**config.mk**
```make
export PLATFORM = sky130hd
export DESIGN_NAME = psram_burst_wr
export DESIGN_NICKNAME = d
export VERILOG_FILES = /design/src/rtl/psbw_pkg.sv /design/src/rtl/psbw_seq.sv /design/src/rtl/psbw_guard.sv /design/src/rtl/psbw_array.sv /design/src/rtl/psram_burst_wr.sv
export SDC_FILE = /design/constraint.sdc
export NUM_CORES = 1
export LEC_CHECK = 0
export BUFFER_PORTS_ARGS = -buffer_cell sky130_fd_sc_hd__buf_2
export CAP_MARGIN = 20
export CORE_ASPECT_RATIO = 1.1
export CORE_MARGIN = 2
export CORE_UTILIZATION = 65
export DETAILED_ROUTE_END_ITERATION = 7
export HOLD_SLACK_MARGIN = 0.12
export PLACE_DENSITY_LB_ADDON = 0.12
export SYNTH_ARGS = -nofsm -noshare
export SYNTH_HDL_FRONTEND = slang
export SYNTH_HIERARCHICAL = 1
export SYNTH_SLANG_ARGS = --single-unit
```
**constraint.sdc**
```tcl
create_clock -name clk -period 5.6 [get_ports clk]
set_clock_uncertainty 0.15 [all_clocks]
set_input_delay 0 -clock clk [delete_from_list [all_inputs] [get_ports clk]]
set_output_delay 0 -clock clk [all_outputs]
set_load 0.005 [all_outputs]
```
**src/rtl/psbw_pkg.sv**
```systemverilog
package psbw_pkg;
   localparam int WORD_W = 16;
   localparam int LANES  = WORD_W / 8;

   typedef logic [WORD_W-1:0] word_t;
   typedef logic [LANES-1:0]  lane_t;
endpackage

```
**src/rtl/psbw_seq.sv**
```systemverilog
module psbw_seq #(
   parameter int AW  = 4,
   parameter int LAT = 5,
   parameter int BL  = 4
) (
   input  logic          clk,
   input  logic          rst_n,
   input  logic          cs_n,
   input  logic          adv_n,
   input  logic          we_n,
   input  logic [AW-1:0] addr,
   output logic          busy,
   output logic          start,
   output logic          ready,
   output logic          wr_en,
   output logic [AW-1:0] wr_addr,
   output logic          proto_err
);
   localparam int CW = $clog2(LAT + BL + 1);
   localparam int BW = $clog2(BL);
   localparam logic [CW-1:0] C_RDY   = CW'(LAT - 1);
   localparam logic [CW-1:0] C_FIRST = CW'(LAT);
   localparam logic [CW-1:0] C_LAST  = CW'(LAT + BL - 1);

   logic          adv_q;
   logic          busy_q;
   logic [CW-1:0] cyc_q;
   logic [AW-1:0] base_q;
   logic          ready_q;
   logic          proto_q;
   logic          fresh;
   logic          in_data;
   logic [BW-1:0] beat;
   logic [BW-1:0] low_sum;

   assign fresh   = !cs_n && !adv_n && !adv_q;
   assign start   = fresh && !we_n && !busy_q;
   assign in_data = busy_q && (cyc_q >= C_FIRST) && (cyc_q <= C_LAST);
   assign beat    = BW'(cyc_q - C_FIRST);
   assign low_sum = base_q[BW-1:0] + beat;
   assign wr_en   = !cs_n && in_data;
   assign wr_addr = {base_q[AW-1:BW], low_sum};

   assign busy      = busy_q;
   assign ready     = ready_q;
   assign proto_err = proto_q;

   always_ff @(posedge clk or negedge rst_n) begin
      if (!rst_n) begin
         adv_q   <= 1'b0;
         busy_q  <= 1'b0;
         cyc_q   <= '0;
         base_q  <= '0;
         ready_q <= 1'b0;
         proto_q <= 1'b0;
      end else begin
         adv_q <= !cs_n && !adv_n;
         if (cs_n) begin
            busy_q  <= 1'b0;
            ready_q <= 1'b0;
         end else if (busy_q) begin
            if (fresh) proto_q <= 1'b1;
            if (cyc_q == C_RDY) ready_q <= 1'b1;
            if (cyc_q == C_LAST) busy_q <= 1'b0;
            cyc_q <= cyc_q + 1'b1;
         end else if (start) begin
            busy_q  <= 1'b1;
            cyc_q   <= CW'(1);
            base_q  <= addr;
            ready_q <= 1'b0;
         end
      end
   end

   // an ongoing burst never re-latches its base address
   p_no_relatch_r1: assert property (@(posedge clk) disable iff (!rst_n)
      (busy_q && !cs_n) |=> $stable(base_q));
   // chip-select high drops the ready level at the next edge
   p_ready_clear_r4: assert property (@(posedge clk) disable iff (!rst_n)
      cs_n |=> !ready_q);
   // the overlap flag is sticky
   p_proto_sticky_r8: assert property (@(posedge clk) disable iff (!rst_n)
      proto_q |=> proto_q);
endmodule

```
**src/rtl/psbw_guard.sv**
```systemverilog
module psbw_guard #(
   parameter int TMO = 125
) (
   input  logic clk,
   input  logic rst_n,
   input  logic cs_n,
   input  logic start,
   output logic tmo_err
);
   generate
      if (TMO > 0) begin : g_timer
         localparam int TW = $clog2(TMO + 1);
         localparam logic [TW-1:0] T_MAX  = TW'(TMO);
         localparam logic [TW-1:0] T_LAST = TW'(TMO - 1);

         logic          tact_q;
         logic [TW-1:0] tcnt_q;
         logic          err_q;

         always_ff @(posedge clk or negedge rst_n) begin
            if (!rst_n) begin
               tact_q <= 1'b0;
               tcnt_q <= '0;
               err_q  <= 1'b0;
            end else if (cs_n) begin
               tact_q <= 1'b0;
            end else if (start) begin
               tact_q <= 1'b1;
               tcnt_q <= '0;
            end else if (tact_q && tcnt_q != T_MAX) begin
               tcnt_q <= tcnt_q + 1'b1;
               if (tcnt_q == T_LAST) err_q <= 1'b1;
            end
         end

         assign tmo_err = err_q;

         // the timeout flag is sticky
         p_tmo_sticky_r9: assert property (@(posedge clk) disable iff (!rst_n)
            err_q |=> err_q);
      end else begin : g_no_timer
         assign tmo_err = 1'b0;
      end
   endgenerate
endmodule

```
**src/rtl/psbw_array.sv**
```systemverilog
module psbw_array
   import psbw_pkg::*;
#(
   parameter int AW = 4
) (
   input  logic          clk,
   input  logic          rst_n,
   input  logic          wr_en,
   input  logic [AW-1:0] wr_addr,
   input  lane_t         lane_n,
   input  word_t         din,
   input  logic [AW-1:0] rd_addr,
   output word_t         rd_data
);
   localparam int DEPTH = 1 << AW;

   generate
      for (genvar l = 0; l < LANES; l++) begin : g_lane
         logic [7:0] bank [DEPTH];

         always_ff @(posedge clk or negedge rst_n) begin
            if (!rst_n) begin
               for (int i = 0; i < DEPTH; i++) bank[i] <= '0;
            end else if (wr_en && !lane_n[l]) begin
               bank[wr_addr] <= din[8*l +: 8];
            end
         end

         assign rd_data[8*l +: 8] = bank[rd_addr];
      end
   endgenerate
endmodule

```
**src/rtl/psram_burst_wr.sv**
```systemverilog
module psram_burst_wr
   import psbw_pkg::*;
#(
   parameter int ADDR_W     = 4,
   parameter int LATENCY    = 5,
   parameter int BURST_LEN  = 4,
   parameter int TMO_CYCLES = 125
) (
   input  logic              clk,
   input  logic              rst_n,
   input  logic              cs_n,
   input  logic              adv_n,
   input  logic              we_n,
   input  logic              ub_n,
   input  logic              lb_n,
   input  logic [ADDR_W-1:0] addr,
   input  logic [15:0]       din,
   input  logic [ADDR_W-1:0] rd_addr,
   output logic [15:0]       rd_data,
   output logic              wait_o,
   output logic              wait_oe,
   output logic              proto_err,
   output logic              tmo_err
);
   localparam int BW = $clog2(BURST_LEN);

   generate
      if (LATENCY < 2) begin : g_bad_lat
         $error("LATENCY must be at least 2");
      end
      if (BURST_LEN < 2 || (1 << BW) != BURST_LEN) begin : g_bad_bl
         $error("BURST_LEN must be a power of two, at least 2");
      end
      if (ADDR_W <= BW) begin : g_bad_aw
         $error("ADDR_W must exceed log2(BURST_LEN)");
      end
      if (WORD_W != 16) begin : g_bad_w
         $error("word width must be 16");
      end
   endgenerate

   logic              busy;
   logic              start;
   logic              ready;
   logic              wr_en;
   logic [ADDR_W-1:0] wr_addr;

   psbw_seq #(.AW(ADDR_W), .LAT(LATENCY), .BL(BURST_LEN)) seq_i (
      .clk       (clk),
      .rst_n     (rst_n),
      .cs_n      (cs_n),
      .adv_n     (adv_n),
      .we_n      (we_n),
      .addr      (addr),
      .busy      (busy),
      .start     (start),
      .ready     (ready),
      .wr_en     (wr_en),
      .wr_addr   (wr_addr),
      .proto_err (proto_err)
   );

   psbw_guard #(.TMO(TMO_CYCLES)) guard_i (
      .clk     (clk),
      .rst_n   (rst_n),
      .cs_n    (cs_n),
      .start   (start),
      .tmo_err (tmo_err)
   );

   psbw_array #(.AW(ADDR_W)) array_i (
      .clk     (clk),
      .rst_n   (rst_n),
      .wr_en   (wr_en),
      .wr_addr (wr_addr),
      .lane_n  ({ub_n, lb_n}),
      .din     (din),
      .rd_addr (rd_addr),
      .rd_data (rd_data)
   );

   assign wait_oe = !cs_n;
   assign wait_o  = ready && adv_n;

   // no beat is stored before the ready level is up
   p_beat_after_ready_r2: assert property (@(posedge clk) disable iff (!rst_n)
      wr_en |-> (ready && busy));
   // consecutive beats step by one word inside the aligned block
   p_wrap_step_r6: assert property (@(posedge clk) disable iff (!rst_n)
      (wr_en && $past(wr_en)) |->
         (wr_addr[BW-1:0] == BW'($past(wr_addr[BW-1:0]) + 1'b1)
          && wr_addr[ADDR_W-1:BW] == $past(wr_addr[ADDR_W-1:BW])));
   // nothing is stored while chip-select is high
   p_no_write_deselect_r7: assert property (@(posedge clk) disable iff (!rst_n)
      wr_en |-> !cs_n);
endmodule

```
==> metrics.txt, run 1 <==
outcome finished, final reports clean; flops & latches, synth 277; vias in the first global route 8457; Power per Cell Area 319 mW/mm^2; Hold-fix buffers, CTS 42; hold depth 4; total global-route track usage 0.279; Mean Syn Cell Area about 16 sq um; worst slack, placed 2.02 ns; largest net degree at the start of global routing between 100 and 150; Post-Synth Adder-Cell Area 0.00771; hold_ws 0.284 ns; Pre-Repair DR Iteration Count 4; overall power 4.69 mW; # diodes 0; DR vias 7507; setup_tns 0 ns; Post-Synthesis Cells around 840; post-synthesis cell area 0.0130 sq mm; die height 152 um; CTS root buffer clkbuf_16; later-pin clock latency in the skew report 0.54 ns; period utilisation layout 0.748; Hold WC Path Type in -> reg; row count 54; synth unique cells 55; Final Cell Area between 0.01 and 0.015 sq mm; R2R Setup Slk ~1.4 ns; final setup margin 1.41 ns; Routed WL 28400 um; critical setup path kind reg -> reg; CTS buffer count 28; Register Area 0.00693 sq mm; H-tree levels 1; CP required 5.87 ns; Post-Synth Simple-Gate Area 0.0580; Initial Utilization 0.658; I/O Buffers 50; Async SR Flop Fraction 1.00; Worst Min Path Start cs_n; max_cap viols 0; CP startpoint kind register; final hold vios 0; Worst VDD drop between 0.0003 and 0.0004 V; CP endpoint kind register; Net Count, Synth a little under 900; first-pass GRT wire length 46300 um; Compound-Gate Fraction of Synth Area 0.0328; sequential element share of the synthesized area 0.534; Chip Width 139 um; Fmax approximately 240 MHz; Area Overhead vs Synth 13.2%; CTS sink cnt 277; initial drt markers 563; worst flop-to-flop path startpoint seq_i/cyc_q[0]; I/O pins 51; Synth area leader dfrtp_1; vias per cell between 6 and 7; ANT nets after route 0; ratio of cells with drive above 1 in the final layout 0.504; Placer Congestion a little under 0.8; fraction of synthesized area in multiplexers 0.341; fill cell count around 1200; WHS Endpoint seq_i/busy; post-DR wirelength/cell 24.0 um; LEAKAGE a little over 7 nW; CTS tree built; placed insts 1093; largest cells by area after synthesis dfrtp_1, mux2_2, mux4_2, a22oi_1, clkbuf_1; Slew Viols, Final 0; Multi-input gate area 0.00574 sq mm; top_reg_cell synth dfrtp_1; Util after Layout 0.744; XOR/XNOR share of the synthesized area 0.00270; main combinational cell family by area after synthesis multiplexers; clk buf depth 3; CTS-repair resized insts 0; shortest period the worst path allows 4.19 ns; core area ~0.020 sq mm; R2R Path End array_i/g_lane[1].bank[98]; Critical Path AT 4.46 ns; unrepaired setup endpoints after global routing no; R2R depth 8; number of synthesized flops with an enable pin 0; DP HPWL roughly 18000 um; crit-path max FO 8; placed cell areas 0.0133 sq mm; Post-CTS Repair Setup Buffers 0; DR DRC count 0; Worst Tran Pin Value 1.02 ns; Non-Filler Instances 1184; GRT overflow 0; area share of the largest cell type after synthesis 0.534; Worst-path clk slew 0.06 ns; # setup viols final 0; Syn. warnings 6; initial antenna violation count 0; die area 0.0211 sq mm; nets between 900 and 1000; Max transition margin 0.323
layer usage:
layer	up-vias	part of all wire	track usage
met1	3967	0.40	0.366
met5	-	0	0
met3	63	0.048	0.0390
li1	3275	-	-
met2	202	0.53	0.489
met4	0	0.029	0.0904
logic make-up after synthesis:
family | count (synthesis)
simple gates | 103
flops | 277
mux | 327
xor+xnor | 4
compound gates | 54
fa+ha+maj | 8
buf+inv | 63
area by class of cell:
cell class	instances	area share
multi-input combinational	496	0.391
tap	252	0.0215
clock buffer	40	0.0570
timing repair buffer	99	0.0513
inverter	11	0.00281
clock inverter	9	0.00494
sequential	277	0.472
cell usage in the layout, fill, tap and decap left out, drive strengths merged, types with 4 or more instances in the layout:
cell type and n:
nand3 5, nand2b 4, a22oi 32, dfrtp 277, nor2 15, o21ai 6, buf 58, and4bb 4
clkinv 7, inv 11, dlygate4sd3 41, clkbuf 40, mux4 64, nand2 41, mux2 261, ha 8
nor2b 12
synthesized netlist by cell type (4+ instances only):
cell type / n
nor2b_4: 4
nand3_1: 5
clkbuf_1: 31
mux4_2: 64
o21ai_0: 6
nand2b_1: 4
nor2_1: 8
nor2b_1: 8
inv_1: 11
and4bb_4: 4
ha_1: 8
dfrtp_1: 277
nand2_2: 18
a22oi_1: 32
mux2_1: 5
buf_4: 6
mux2_2: 250
nor2_2: 6
buf_6: 5
buf_2: 9
mux2_4: 6
nand2_1: 23
registers in the layout, summed over array words and instances (netlist names):
signal,cells
seq_i/adv_q,1
guard_i/g_timer.tcnt_q,7
guard_i/g_timer.tact_q,1
seq_i/cyc_q,4
array_i/g_lane.bank,256
seq_i/busy,1
seq_i/proto_err,1
seq_i/base_q,4
guard_i/tmo_err,1
seq_i/ready,1
critical path, stage by stage, from the launching register on:
cell and delay, ns:
dfrtp_1 0.44, inv_1 0.13, ha_1 0.23, xnor2_1 0.16
xnor2_1 0.67, nand2_1 0.59, nor2b_1 0.75, mux2_1 0.39
dlygate4sd3_1 0.56
report_power, final:
part | leakage [nW] | internal (mW) | switching [mW] | total [mW]
Sequential | 3.83 | 2.12 | 0.110 | 2.23
Clock | 0.454 | 1.08 | 0.748 | 1.82
Combinational | 2.92 | 0.260 | 0.377 | 0.637
worst max path at each step:
stage,start,end,cells after the start
after detailed placement,seq_i/cyc_q[0],array_i/g_lane[0].bank[98],7
after global placement,seq_i/cyc_q[0],array_i/g_lane[1].bank[96],7
final,seq_i/cyc_q[0],array_i/g_lane[1].bank[98],8
after CTS,seq_i/cyc_q[0],array_i/g_lane[1].bank[101],8
after floorplan,seq_i/cyc_q[0],array_i/g_lane[1].bank[103],9
after global routing,seq_i/cyc_q[0],array_i/g_lane[1].bank[101],8
No activity file was read; power rests on OpenSTA's default activity.
==> run 2: changes to the inputs <==
--- a/config.mk
+++ b/config.mk
@@ -9,7 +9,7 @@
 export CAP_MARGIN = 20
 export CORE_ASPECT_RATIO = 1.1
 export CORE_MARGIN = 2
-export CORE_UTILIZATION = 65
+export CORE_UTILIZATION = 56
 export DETAILED_ROUTE_END_ITERATION = 7
 export HOLD_SLACK_MARGIN = 0.12
 export PLACE_DENSITY_LB_ADDON = 0.12
==> constraint.sdc (replaced) <==
create_clock -name clk -period 3.5 [get_ports clk]
set_clock_uncertainty 0.15 [all_clocks]
set_input_delay 0 -clock clk [delete_from_list [all_inputs] [get_ports clk]]
set_output_delay 0 -clock clk [all_outputs]
set_load 0.005 [all_outputs]
==> run 2 against run 1 <==
Compared with the run above:
- combinational power up 70%
- register-to-register slack lost 1.2 ns
- highest routed layer unchanged
- via count is 0.83% lower
- clock-buffer cell count is 4 higher
- global-route usage fell by 3.8 points
- maximum frequency rose by 29%
- worst setup slack worse by 1.2 ns
- hold slack lost 0.035 ns
- flip-flop and latch count stayed put
- design area rose by 1.2%
- non-clock buffer count rose by 10
- die area rose by 16%
- largest cell class unchanged
==> metrics.txt, run 2 (synthesis results as in run 1) <==
Worst VDD drop 0.000384 V (+15%); DR vias 7445 (-0.83%); critical setup path kind reg -> reg; R2R depth 10 (+2); R2R Setup Slk 0.25 ns (-1.16 ns); max_cap viols 0 (unchanged); CTS tree built; CTS buffer count 29 (+3.6%); GRT overflow 0 (unchanged); Pre-Repair DR Iteration Count 4 (unchanged); ratio of cells with drive above 1 in the final layout 0.513 (+0.00894); Chip Width 149 um (+7.5%); I/O pins 51 (unchanged); later-pin clock latency in the skew report 0.55 ns (about the same); Slew Viols, Final 0 (unchanged); LEAKAGE 7.28 nW (+1.1%); Hold WC Path Type in -> reg; WHS Endpoint seq_i/busy; largest net degree at the start of global routing 102 (-25%); initial drt markers 403 (-28%); DR DRC count 0 (unchanged); max reg flops 256 (unchanged); CP required 3.77 ns (-2.10 ns); CTS sink cnt 277 (unchanged); worst flop-to-flop path startpoint seq_i/cyc_q[1]; CP startpoint kind register; I/O Buffers 50 (unchanged); nets 963 (+1.2%); clk buf depth 3 (unchanged); commonest cells after routing, fill and taps aside dfrtp_1, mux2_2, mux4_2; Largest regs array_i/g_lane.bank x256, guard_i/g_timer.tcnt_q x7; # diodes 0 (unchanged); # setup viols final 0 (unchanged); first-pass GRT wire length 45300 um (-2.4%); Power per Cell Area 513 mW/mm^2 (+61%); total global-route track usage 0.242 (-0.0376); Worst-path clk slew 0.06 ns (about the same); row count 58 (+7.4%); shortest period the worst path allows 3.25 ns (-0.935 ns); crit-path max FO 8 (unchanged); vias per cell 5.98 (-5.7%); unrepaired setup endpoints after global routing no; CP endpoint kind register; die height 164 um (+7.5%); Worst Tran Pin Value 0.857 ns (-0.159 ns); Max transition margin 0.429 (+0.106); post-DR wirelength/cell 22.6 um (-5.9%); Biggest register array_i/g_lane.bank; Fmax 307 MHz (+29%); ANT nets after route 0 (unchanged); Critical Path AT 3.53 ns (-0.93 ns); core area 0.0228 sq mm (+16%); Routed WL 28100 um (-1.0%); setup_tns 0 ns (unchanged); R2R Path End array_i/g_lane[1].bank[101]; Initial Utilization 0.569 (-0.0883); CTS root buffer clkbuf_16; period utilisation layout 0.930 (+0.182); hold depth 4 (unchanged); die area 0.0244 sq mm (+16%); overall power 7.63 mW (+63%); H-tree levels 1 (unchanged); outcome finished, final reports clean; commonest non-fill, non-tap cell in the layout dfrtp_1; Placer Congestion 0.771 (-1.2%); initial antenna violation count 0 (unchanged); final hold vios 0 (unchanged); vias in the first global route 8095 (-4.3%); DP HPWL 18300 um (+3.5%); Area Overhead vs Synth 14.5%; Worst Min Path Start cs_n
[run 2: changes by cell type in the layout (fill, tap and decap cells not counted), sizes merged]
cell	delta
clkbuf	+4
bufinv	-1
clkinvlp	-1
buf	+10
inv	+1
[run 2: where the power goes]
| group | total (mW) | internal [mW] | switching (mW) |
|---|---|---|---|
| clock | 2.98 | 1.74 | 1.24 |
| sequential | 3.56 | 3.39 | 0.175 |
| combinational | 1.08 | 0.464 | 0.618 |
[run 2: cell type report]
cell class	count	area [sq um]
clock buffers	44	892
clock inverters	8	43.8
fillers	1643	7930
inverters	11	41.3
multi-input cells	496	5740
flip-flops and latches	277	6930
well taps	300	375
repair buffers	109	833
[run 2: worst max-delay path: stages (launching register included)]
cell and delay (ns):
dfrtp_1 0.46, inv_1 0.12, ha_1 0.19, nor2b_1 0.12, nor3b_1 0.19, o21a_2 0.30
nor4b_4 0.34, nor2b_1 0.18, buf_4 0.19, mux2_1 0.32, dlygate4sd3_1 0.56
[run 2: what timing repair did]
| item | in CTS | in global routing |
|---|---|---|
| hold buffers | 41 | 0 |
| gates resized for setup | 0 | 2 |
| setup endpoints to repair | 0 | 2 |
| hold endpoints to repair | 554 | 0 |
| setup buffers | 0 | 1 |
[run 2: worst max path at each step]
stage                        start                     endpoint  slack [ns]  depth (start not counted)
global route        seq_i/cyc_q[1]  array_i/g_lane[1].bank[101]        0.09                         10
finish              seq_i/cyc_q[1]  array_i/g_lane[1].bank[101]        0.25                         10
global placement    seq_i/cyc_q[0]  array_i/g_lane[0].bank[114]        0.66                          7
detailed placement  seq_i/cyc_q[0]  array_i/g_lane[0].bank[121]        0.57                          7
CTS                 seq_i/cyc_q[0]  array_i/g_lane[1].bank[101]        0.04                         10
floorplan           seq_i/cyc_q[0]  array_i/g_lane[1].bank[103]        0.95                          9
[run 2: stage by stage]
stage	util	instances	worst slack [ns]	area (sq um)	hold slack, ns
floorplan	-	836	0.953	13000	-0.446
global placement	0.592	1151	0.662	13500	-0.0741
detailed placement	0.592	1151	0.571	13500	-0.0649
CTS	0.651	1244	0.0388	14800	0.230
global route	0.652	1245	0.0857	14900	0.281
finish	0.652	1245	0.246	14900	0.249
[run 2: metal layers]
layer  vias to the layer above  wire [um]  track usage  part of all wire
met5                         -          0            0                 0
met4                         0        856       0.0788             0.030
met3                        60       1010       0.0324             0.036
met2                       148      14400        0.415              0.51
met1                      3940      11900        0.322              0.42
li1                       3297          -            -                 -
